===== config.mk =====
export PLATFORM = sky130hd
export DESIGN_NAME = cfg_bank_i2c
export DESIGN_NICKNAME = d
export VERILOG_FILES = /design/src/rtl/cfg_bank_pkg.sv /design/src/rtl/i2c_in_sync.sv /design/src/rtl/i2c_tgt_engine.sv /design/src/rtl/cfg_regfile.sv /design/src/rtl/lane_mode_mux.sv /design/src/rtl/cfg_bank_i2c.sv
export SDC_FILE = /design/constraint.sdc
export NUM_CORES = 1
export LEC_CHECK = 0
export BUFFER_PORTS_ARGS = -buffer_cell sky130_fd_sc_hd__buf_2
export CELL_PAD_IN_SITES_DETAIL_PLACEMENT = 0
export CELL_PAD_IN_SITES_GLOBAL_PLACEMENT = 1
export CORE_ASPECT_RATIO = 0.6
export CORE_MARGIN = 3
export CORE_UTILIZATION = 50
export CTS_BUF_LIST = sky130_fd_sc_hd__clkbuf_2
export DETAILED_ROUTE_END_ITERATION = 10
export GPL_TIMING_DRIVEN = 0
export PLACE_DENSITY_LB_ADDON = 0.1
export SYNTH_ARGS = -nofsm -noshare
export SYNTH_HDL_FRONTEND = slang
export SYNTH_SLANG_ARGS = --single-unit
export TNS_END_PERCENT = 1

===== constraint.sdc =====
create_clock -name clk_i -period 5.24 [get_ports clk_i]
set_input_delay 0 -clock clk_i [delete_from_list [all_inputs] [get_ports clk_i]]
set_output_delay 0 -clock clk_i [all_outputs]
set_load 0.02 [all_outputs]

===== src/rtl/cfg_bank_pkg.sv =====
package cfg_bank_pkg;
  localparam int unsigned NCH     = 4;
  localparam int unsigned BOOST_W = 4;
  localparam int unsigned SWING_W = 2;
  localparam int unsigned DE_W    = 2;
  localparam int unsigned REG_W   = 8;
  localparam int unsigned NREG    = 16;
  localparam int unsigned PTR_W   = $clog2(NREG);

  localparam int unsigned RG_STAT  = 0;
  localparam int unsigned RG_EN    = 2;
  localparam int unsigned RG_BST_L = 3;
  localparam int unsigned RG_BST_H = 4;
  localparam int unsigned RG_SWING = 5;
  localparam int unsigned RG_DE    = 6;
  localparam int unsigned RG_PD    = 8;
  localparam int unsigned RG_ACT   = 9;
  localparam int unsigned RG_VTH   = 10;

  typedef enum logic [2:0] {
    ST_IDLE, ST_ADDR, ST_ADDR_ACK, ST_WRITE, ST_WR_ACK, ST_READ, ST_RD_ACK
  } i2c_st_e;

  function automatic logic [REG_W-1:0] wr_mask(int unsigned idx);
    case (idx)
      RG_EN, RG_ACT:                                   return 8'hF0;
      RG_BST_L, RG_BST_H, RG_SWING, RG_DE, RG_PD, RG_VTH: return 8'hFF;
      default:                                         return 8'h00;
    endcase
  endfunction

  function automatic logic [REG_W-1:0] rst_val(int unsigned idx);
    case (idx)
      RG_SWING: return 8'h55;
      RG_PD:    return 8'hF0;
      default:  return 8'h00;
    endcase
  endfunction
endpackage


===== src/rtl/i2c_in_sync.sv =====
module i2c_in_sync #(
  parameter int unsigned STAGES = 2
) (
  input  logic clk_i,
  input  logic rst_ni,
  input  logic scl_i,
  input  logic sda_i,
  output logic scl_o,
  output logic sda_o,
  output logic scl_rise_o,
  output logic scl_fall_o,
  output logic start_o,
  output logic stop_o
);
  logic [STAGES:0] scl_q, sda_q;

  always_ff @(posedge clk_i or negedge rst_ni) begin
    if (!rst_ni) begin
      scl_q <= '1;
      sda_q <= '1;
    end else begin
      scl_q <= {scl_q[STAGES-1:0], scl_i};
      sda_q <= {sda_q[STAGES-1:0], sda_i};
    end
  end

  logic scl_p, sda_p;
  assign scl_o      = scl_q[STAGES-1];
  assign sda_o      = sda_q[STAGES-1];
  assign scl_p      = scl_q[STAGES];
  assign sda_p      = sda_q[STAGES];
  assign scl_rise_o = scl_o & ~scl_p;
  assign scl_fall_o = ~scl_o & scl_p;
  assign start_o    = scl_o & scl_p & sda_p & ~sda_o;
  assign stop_o     = scl_o & scl_p & ~sda_p & sda_o;
endmodule


===== src/rtl/i2c_tgt_engine.sv =====
module i2c_tgt_engine
  import cfg_bank_pkg::*;
(
  input  logic             clk_i,
  input  logic             rst_ni,
  input  logic             sda_s_i,
  input  logic             scl_rise_i,
  input  logic             scl_fall_i,
  input  logic             start_i,
  input  logic             stop_i,
  input  logic [6:0]       dev_addr_i,
  input  logic [REG_W-1:0] rd_data_i,
  output logic             sda_oe_o,
  output logic             wr_en_o,
  output logic [REG_W-1:0] wr_data_o,
  output logic [PTR_W-1:0] ptr_o
);
  localparam logic [3:0] BITS = 4'(REG_W);

  i2c_st_e          st_q;
  logic [3:0]       cnt_q;
  logic [REG_W-1:0] sh_q;
  logic             rw_q, first_q, acked_q;

  always_ff @(posedge clk_i or negedge rst_ni) begin
    if (!rst_ni) begin
      st_q     <= ST_IDLE;
      cnt_q    <= '0;
      sh_q     <= '0;
      rw_q     <= 1'b0;
      first_q  <= 1'b0;
      acked_q  <= 1'b0;
      sda_oe_o <= 1'b0;
      wr_en_o  <= 1'b0;
      ptr_o    <= '0;
    end else begin
      wr_en_o <= 1'b0;
      if (wr_en_o) ptr_o <= ptr_o + 1'b1;
      if (start_i) begin
        st_q     <= ST_ADDR;
        cnt_q    <= '0;
        sda_oe_o <= 1'b0;
      end else if (stop_i) begin
        st_q     <= ST_IDLE;
        sda_oe_o <= 1'b0;
      end else begin
        unique case (st_q)
          ST_ADDR: begin
            if (scl_rise_i) begin
              sh_q  <= {sh_q[REG_W-2:0], sda_s_i};
              cnt_q <= cnt_q + 1'b1;
            end else if (scl_fall_i && cnt_q == BITS) begin
              if (sh_q[7:1] == dev_addr_i) begin
                sda_oe_o <= 1'b1;
                rw_q     <= sh_q[0];
                ptr_o    <= '0;
                first_q  <= 1'b1;
                st_q     <= ST_ADDR_ACK;
              end else begin
                st_q <= ST_IDLE;
              end
            end
          end
          ST_ADDR_ACK: if (scl_fall_i) begin
            cnt_q <= '0;
            if (rw_q) begin
              sh_q     <= rd_data_i;
              sda_oe_o <= ~rd_data_i[REG_W-1];
              st_q     <= ST_READ;
            end else begin
              sda_oe_o <= 1'b0;
              st_q     <= ST_WRITE;
            end
          end
          ST_WRITE: begin
            if (scl_rise_i) begin
              sh_q  <= {sh_q[REG_W-2:0], sda_s_i};
              cnt_q <= cnt_q + 1'b1;
            end else if (scl_fall_i && cnt_q == BITS) begin
              sda_oe_o <= 1'b1;
              st_q     <= ST_WR_ACK;
            end
          end
          ST_WR_ACK: if (scl_fall_i) begin
            sda_oe_o <= 1'b0;
            cnt_q    <= '0;
            st_q     <= ST_WRITE;
            if (first_q) first_q <= 1'b0;  // host offset byte is dropped
            else         wr_en_o <= 1'b1;
          end
          ST_READ: begin
            if (scl_rise_i) begin
              cnt_q <= cnt_q + 1'b1;
            end else if (scl_fall_i) begin
              if (cnt_q == BITS) begin
                sda_oe_o <= 1'b0;
                ptr_o    <= ptr_o + 1'b1;
                st_q     <= ST_RD_ACK;
              end else begin
                sh_q     <= {sh_q[REG_W-2:0], 1'b0};
                sda_oe_o <= ~sh_q[REG_W-2];
              end
            end
          end
          ST_RD_ACK: begin
            if (scl_rise_i) begin
              acked_q <= ~sda_s_i;
            end else if (scl_fall_i) begin
              if (acked_q) begin
                sh_q     <= rd_data_i;
                sda_oe_o <= ~rd_data_i[REG_W-1];
                cnt_q    <= '0;
                st_q     <= ST_READ;
              end else begin
                st_q <= ST_IDLE;
              end
            end
          end
          default: ;
        endcase
      end
    end
  end

  assign wr_data_o = sh_q;
endmodule


===== src/rtl/cfg_regfile.sv =====
module cfg_regfile
  import cfg_bank_pkg::*;
(
  input  logic                     clk_i,
  input  logic                     rst_ni,
  input  logic                     pwr_en_i,
  input  logic [BOOST_W-1:0]       boost_strap_i,
  input  logic                     swing_strap_i,
  input  logic [DE_W-1:0]          deemph_strap_i,
  input  logic [NCH-1:0]           activity_i,
  input  logic                     wr_en_i,
  input  logic [PTR_W-1:0]         addr_i,
  input  logic [REG_W-1:0]         wr_data_i,
  output logic [REG_W-1:0]         rd_data_o,
  output logic [NCH-1:0]           reg_en_o,
  output logic [NCH*BOOST_W-1:0]   reg_boost_o,
  output logic [NCH*SWING_W-1:0]   reg_swing_o,
  output logic [NCH*DE_W-1:0]      reg_de_o
);
  logic [REG_W-1:0] regs_q   [NREG];
  logic [REG_W-1:0] strap_val[NREG];
  logic             load_q;

  always_comb begin
    for (int i = 0; i < NREG; i++) strap_val[i] = rst_val(i);
    strap_val[RG_EN]    = {{NCH{pwr_en_i}}, 4'h0};
    strap_val[RG_BST_L] = {boost_strap_i, boost_strap_i};
    strap_val[RG_BST_H] = {boost_strap_i, boost_strap_i};
    strap_val[RG_SWING] = {NCH{swing_strap_i, 1'b1}};
    strap_val[RG_DE]    = {NCH{deemph_strap_i}};
  end

  always_ff @(posedge clk_i or negedge rst_ni) begin
    if (!rst_ni) begin
      load_q <= 1'b1;
      for (int i = 0; i < NREG; i++) regs_q[i] <= rst_val(i);
    end else begin
      load_q <= 1'b0;
      for (int i = 0; i < NREG; i++) begin
        if (load_q)
          regs_q[i] <= strap_val[i];
        else if (wr_en_i && addr_i == PTR_W'(i))
          regs_q[i] <= (regs_q[i] & ~wr_mask(i)) | (wr_data_i & wr_mask(i));
      end
    end
  end

  assign rd_data_o   = (addr_i == PTR_W'(RG_STAT)) ? {activity_i, 4'h0} : regs_q[addr_i];
  assign reg_en_o    = regs_q[RG_EN][7:4];
  assign reg_boost_o = {regs_q[RG_BST_H], regs_q[RG_BST_L]};
  assign reg_swing_o = regs_q[RG_SWING];
  assign reg_de_o    = regs_q[RG_DE];
endmodule


===== src/rtl/lane_mode_mux.sv =====
module lane_mode_mux
  import cfg_bank_pkg::*;
(
  input  logic                   pin_mode_i,
  input  logic                   pwr_en_i,
  input  logic [BOOST_W-1:0]     boost_strap_i,
  input  logic                   swing_strap_i,
  input  logic [DE_W-1:0]        deemph_strap_i,
  input  logic [NCH-1:0]         reg_en_i,
  input  logic [NCH*BOOST_W-1:0] reg_boost_i,
  input  logic [NCH*SWING_W-1:0] reg_swing_i,
  input  logic [NCH*DE_W-1:0]    reg_de_i,
  output logic [NCH-1:0]         eff_en_o,
  output logic [NCH*BOOST_W-1:0] eff_boost_o,
  output logic [NCH*SWING_W-1:0] eff_swing_o,
  output logic [NCH*DE_W-1:0]    eff_deemph_o
);
  for (genvar c = 0; c < NCH; c++) begin : g_lane
    assign eff_en_o[c] = pin_mode_i ? pwr_en_i : reg_en_i[c];
    assign eff_boost_o[c*BOOST_W +: BOOST_W] =
      pin_mode_i ? boost_strap_i : reg_boost_i[c*BOOST_W +: BOOST_W];
    assign eff_swing_o[c*SWING_W +: SWING_W] =
      pin_mode_i ? {swing_strap_i, 1'b1} : reg_swing_i[c*SWING_W +: SWING_W];
    assign eff_deemph_o[c*DE_W +: DE_W] =
      pin_mode_i ? deemph_strap_i : reg_de_i[c*DE_W +: DE_W];
  end
endmodule


===== src/rtl/cfg_bank_i2c.sv =====
module cfg_bank_i2c
  import cfg_bank_pkg::*;
#(
  parameter int unsigned SYNC_STAGES = 2
) (
  input  logic                   clk_i,
  input  logic                   rst_ni,
  input  logic                   scl_i,
  input  logic                   sda_i,
  output logic                   sda_oe_o,
  input  logic [2:0]             addr_strap_i,
  input  logic                   pin_mode_i,
  input  logic                   pwr_en_i,
  input  logic [BOOST_W-1:0]     boost_strap_i,
  input  logic                   swing_strap_i,
  input  logic [DE_W-1:0]        deemph_strap_i,
  input  logic [NCH-1:0]         activity_i,
  output logic [NCH-1:0]         eff_en_o,
  output logic [NCH*BOOST_W-1:0] eff_boost_o,
  output logic [NCH*SWING_W-1:0] eff_swing_o,
  output logic [NCH*DE_W-1:0]    eff_deemph_o
);
  logic scl_s, sda_s, scl_rise, scl_fall, start_s, stop_s;
  logic wr_en;
  logic [REG_W-1:0] wr_data, rd_data;
  logic [PTR_W-1:0] ptr;
  logic [6:0] dev_addr;
  logic [NCH-1:0]         reg_en;
  logic [NCH*BOOST_W-1:0] reg_boost;
  logic [NCH*SWING_W-1:0] reg_swing;
  logic [NCH*DE_W-1:0]    reg_de;

  assign dev_addr = {2'b11, addr_strap_i[2], 2'b00, addr_strap_i[1:0]};

  i2c_in_sync #(.STAGES(SYNC_STAGES)) u_sync (
    .clk_i, .rst_ni, .scl_i, .sda_i,
    .scl_o(scl_s), .sda_o(sda_s), .scl_rise_o(scl_rise), .scl_fall_o(scl_fall),
    .start_o(start_s), .stop_o(stop_s)
  );

  i2c_tgt_engine u_eng (
    .clk_i, .rst_ni, .sda_s_i(sda_s), .scl_rise_i(scl_rise), .scl_fall_i(scl_fall),
    .start_i(start_s), .stop_i(stop_s), .dev_addr_i(dev_addr), .rd_data_i(rd_data),
    .sda_oe_o, .wr_en_o(wr_en), .wr_data_o(wr_data), .ptr_o(ptr)
  );

  cfg_regfile u_regs (
    .clk_i, .rst_ni, .pwr_en_i, .boost_strap_i, .swing_strap_i, .deemph_strap_i,
    .activity_i, .wr_en_i(wr_en), .addr_i(ptr), .wr_data_i(wr_data), .rd_data_o(rd_data),
    .reg_en_o(reg_en), .reg_boost_o(reg_boost), .reg_swing_o(reg_swing), .reg_de_o(reg_de)
  );

  lane_mode_mux u_mux (
    .pin_mode_i, .pwr_en_i, .boost_strap_i, .swing_strap_i, .deemph_strap_i,
    .reg_en_i(reg_en), .reg_boost_i(reg_boost), .reg_swing_i(reg_swing), .reg_de_i(reg_de),
    .eff_en_o, .eff_boost_o, .eff_swing_o, .eff_deemph_o
  );
endmodule


==> run metrics <==
Starting Density 0.5365; Slew Limit Fails 0; Worst Path Required between 5 and 6 ns; Commonest cells post-synth 84 x nand2_1, 72 x dfrtp_1, 63 x o21ai_0; count of cell types in the netlist approximately 70; Skew-Pair Late Insertion Delay about 0.6 ns; nature of the critical path endpoint flip-flop; Max Clock Freq 347.8 MHz; final hold vios 0; actual slew at the worst max-slew pin a little over 1 ns; Area Overhead vs Synth 15.31%; Hold Crit Class input pin to flip-flop; hold depth 2; Pre-antenna DRT Iters 5; sequential cell area fraction in the yosys report 0.4266; gpl congestion approximately 0.94; Rows 27; HPWL after DPL about 13,000 µm; Core Footprint between 9000 and 10,000 µm²; Antenna Nets Post-Route 0; CTS tree done; Synth Area per Inst between 8 and 9 µm²; hold wc startpoint sda_i; number of max-cap violations 0; crit-path max FO 10; clk root buf clkbuf_2; Routed WL ~17,000 µm; CP Launch Type flip-flop; Primary FF master, synth dfrtp_1; Worst R2R Setup Slack ~2.4 ns; Overflow after GRT 0; drt initial violations 550; post-synth top area share 0.3500; EDFF count, synth 0; period utilization 0.5488; vias in the first global route a little under 5,000; Antenna diodes 0; share of cells above drive strength 1 0.1908; Vias just over 5,000; Cell Area, Synth roughly 5100 µm²; Syn Inst Count ~610; Reg2Reg Depth 9; Final Power 2.136 mW; min cycle time layout approximately 2.9 ns; RSZ-0062 raised after global routing false; NumNets Final 718; Cell Pwr Density 359.8 nW/µm²; GRT Total Usage 0.3046; hold endpoint u_sync.sda_q[0]; r2r endpoint u_eng.sda_oe_o; final setup TNS 0 ns; DR DRC count 0; first-pass GRT wire length approximately 27,000 µm; Die ar. 11,590 µm²; crit path launch u_eng.ptr_o[0]; Ports 57; CP Data Arrival Time 3.43 ns; clock tree buffer depth 2; Synth area leaders dfrtp_1 35%, dfstp_2 7.7%, o21ai_0 6.1%; ys async rst share 1.000; post-route clock skew around 0.027 ns; initial antenna violation count 0; Worst Setup Path Type flip-flop to flip-flop; PortBufs between 50 and 60; LEAKAGE roughly 2.7 nW; die height approximately 85 µm; Vias/cell ~6.1; Peak VDD IR ~0.19 mV; Syn Nets around 630; largest net degree at the start of global routing 66; clock-pin slew on the worst setup and hold paths between 0.2 and 0.3 ns; post_cts resized 0; status complete, no violations; headroom to the max-slew limit 0.3229; area leader, netlist dfrtp_1; clock tree sinks a little under 90; Die X around 140 µm; RR Startpoint u_eng.ptr_o[0]; H-tree depth 3; #FFs+latches synth 87; final setup fails 0; YS warnings 0; routed len/inst 20.71 µm; most common cell in the netlist nand2_1; Num CTS Buffers 9
registers in the layout (all words and copies together), names as in the netlist, 3 cells and up:
register and count:
u_eng.cnt_q 4, u_eng.ptr_o 4, u_eng.st_q 3, u_eng.wr_data_o 8, u_regs.reg_boost_o 16, u_regs.reg_de_o 8, u_regs.reg_en_o 4, u_regs.reg_swing_o 8
u_regs.regs_q 20, u_sync.scl_q 3, u_sync.sda_q 3
what timing repair did:
action / 4_1_cts / 5_1_grt
buffers inserted: 0 / 0
hold endpoints to repair: 126 / 1
hold buffers: 17 / 1
critical path, cell delays in order (launching register included):
cell and delay [ns]:
dfrtp_1 0.47, clkbuf_2 0.20, buf_2 0.28, inv_1 0.19, ha_1 0.35, or3b_2 0.23, clkbuf_1 0.30, o311ai_1 0.23
o41a_1 0.45, mux2i_1 0.14
placed cells by master, fill, tap and decap left out, types with 17 or more instances in the layout:
cell and count:
o21ai_0 63, dfrtp_1 72, clkbuf_1 17, inv_1 47, nor2_1 49, buf_2 66
dlygate4sd3_1 18, a21oi_1 58, mux2i_1 24, nand2_1 84
per-stage QoR:
step	setup WS (ns)	util	hold WS (ns)	cell area (µm²)	std cells
4_1_cts	2.420	0.6176	0.005134	5926	826
5_1_grt	2.221	0.6187	-0.01179	5936	827
3_5_place_dp	2.468	0.5858	-0.07679	5620	793
2_1_floorplan	3.028	-	-0.2956	5147	606
3_3_place_gp	2.510	0.5827	0.1061	5590	792
6_report	2.365	0.6187	0.02742	5936	827
layout make-up:
type | count | area (µm²)
fill | 897 | 3659
multi-input combinational | 435 | 2597
sequential | 87 | 2196
timing repair buffer | 75 | 490.5
inverter | 48 | 180.2
buffer | 36 | 173.9
tap | 130 | 162.7
clock inverter | 6 | 85.08
clock buffer | 10 | 50.05
routing by layer:
layer	GRT usage	routed length [µm]
met5	0	0
met4	0.05797	216
met3	0.08443	2058
met2	0.4077	6794
met1	0.4858	8055
report_power, final:
group	switching [mW]	internal [mW]	total, mW	leakage (nW)
logic	0.549	0.308	0.857	1.57
registers	0.112	0.761	0.874	1.07
clock network	0.248	0.158	0.406	0.0795
how the worst max path moves through the flow:
stage | endpoint | slack (ns)
2_1_floorplan | u_eng.wr_data_o[0] | 3.03
3_3_place_gp | u_eng.sda_oe_o | 2.51
3_5_place_dp | u_eng.sda_oe_o | 2.47
4_1_cts | u_eng.sda_oe_o | 2.42
5_1_grt | u_eng.sda_oe_o | 2.22
6_report | u_eng.sda_oe_o | 2.36
cell families (layout without fill, tap and decap cells):
kind of cell | Yosys count | in the layout | share of synthesized area
buffers and inverters | 84 | 175 | 0.06879
AND/OR/NAND/NOR | 198 | 198 | 0.1833
multiplexers | 34 | 34 | 0.07146
AO/OA/AOI/OAI | 190 | 190 | 0.2244
adder cells (fa/ha/maj) | 6 | 6 | 0.01458
flip-flops | 87 | 87 | 0.4266
other | 1 | 1 | 0.0007285
XOR/XNOR | 6 | 6 | 0.01021
No activity file was read; power rests on OpenSTA's default activity.
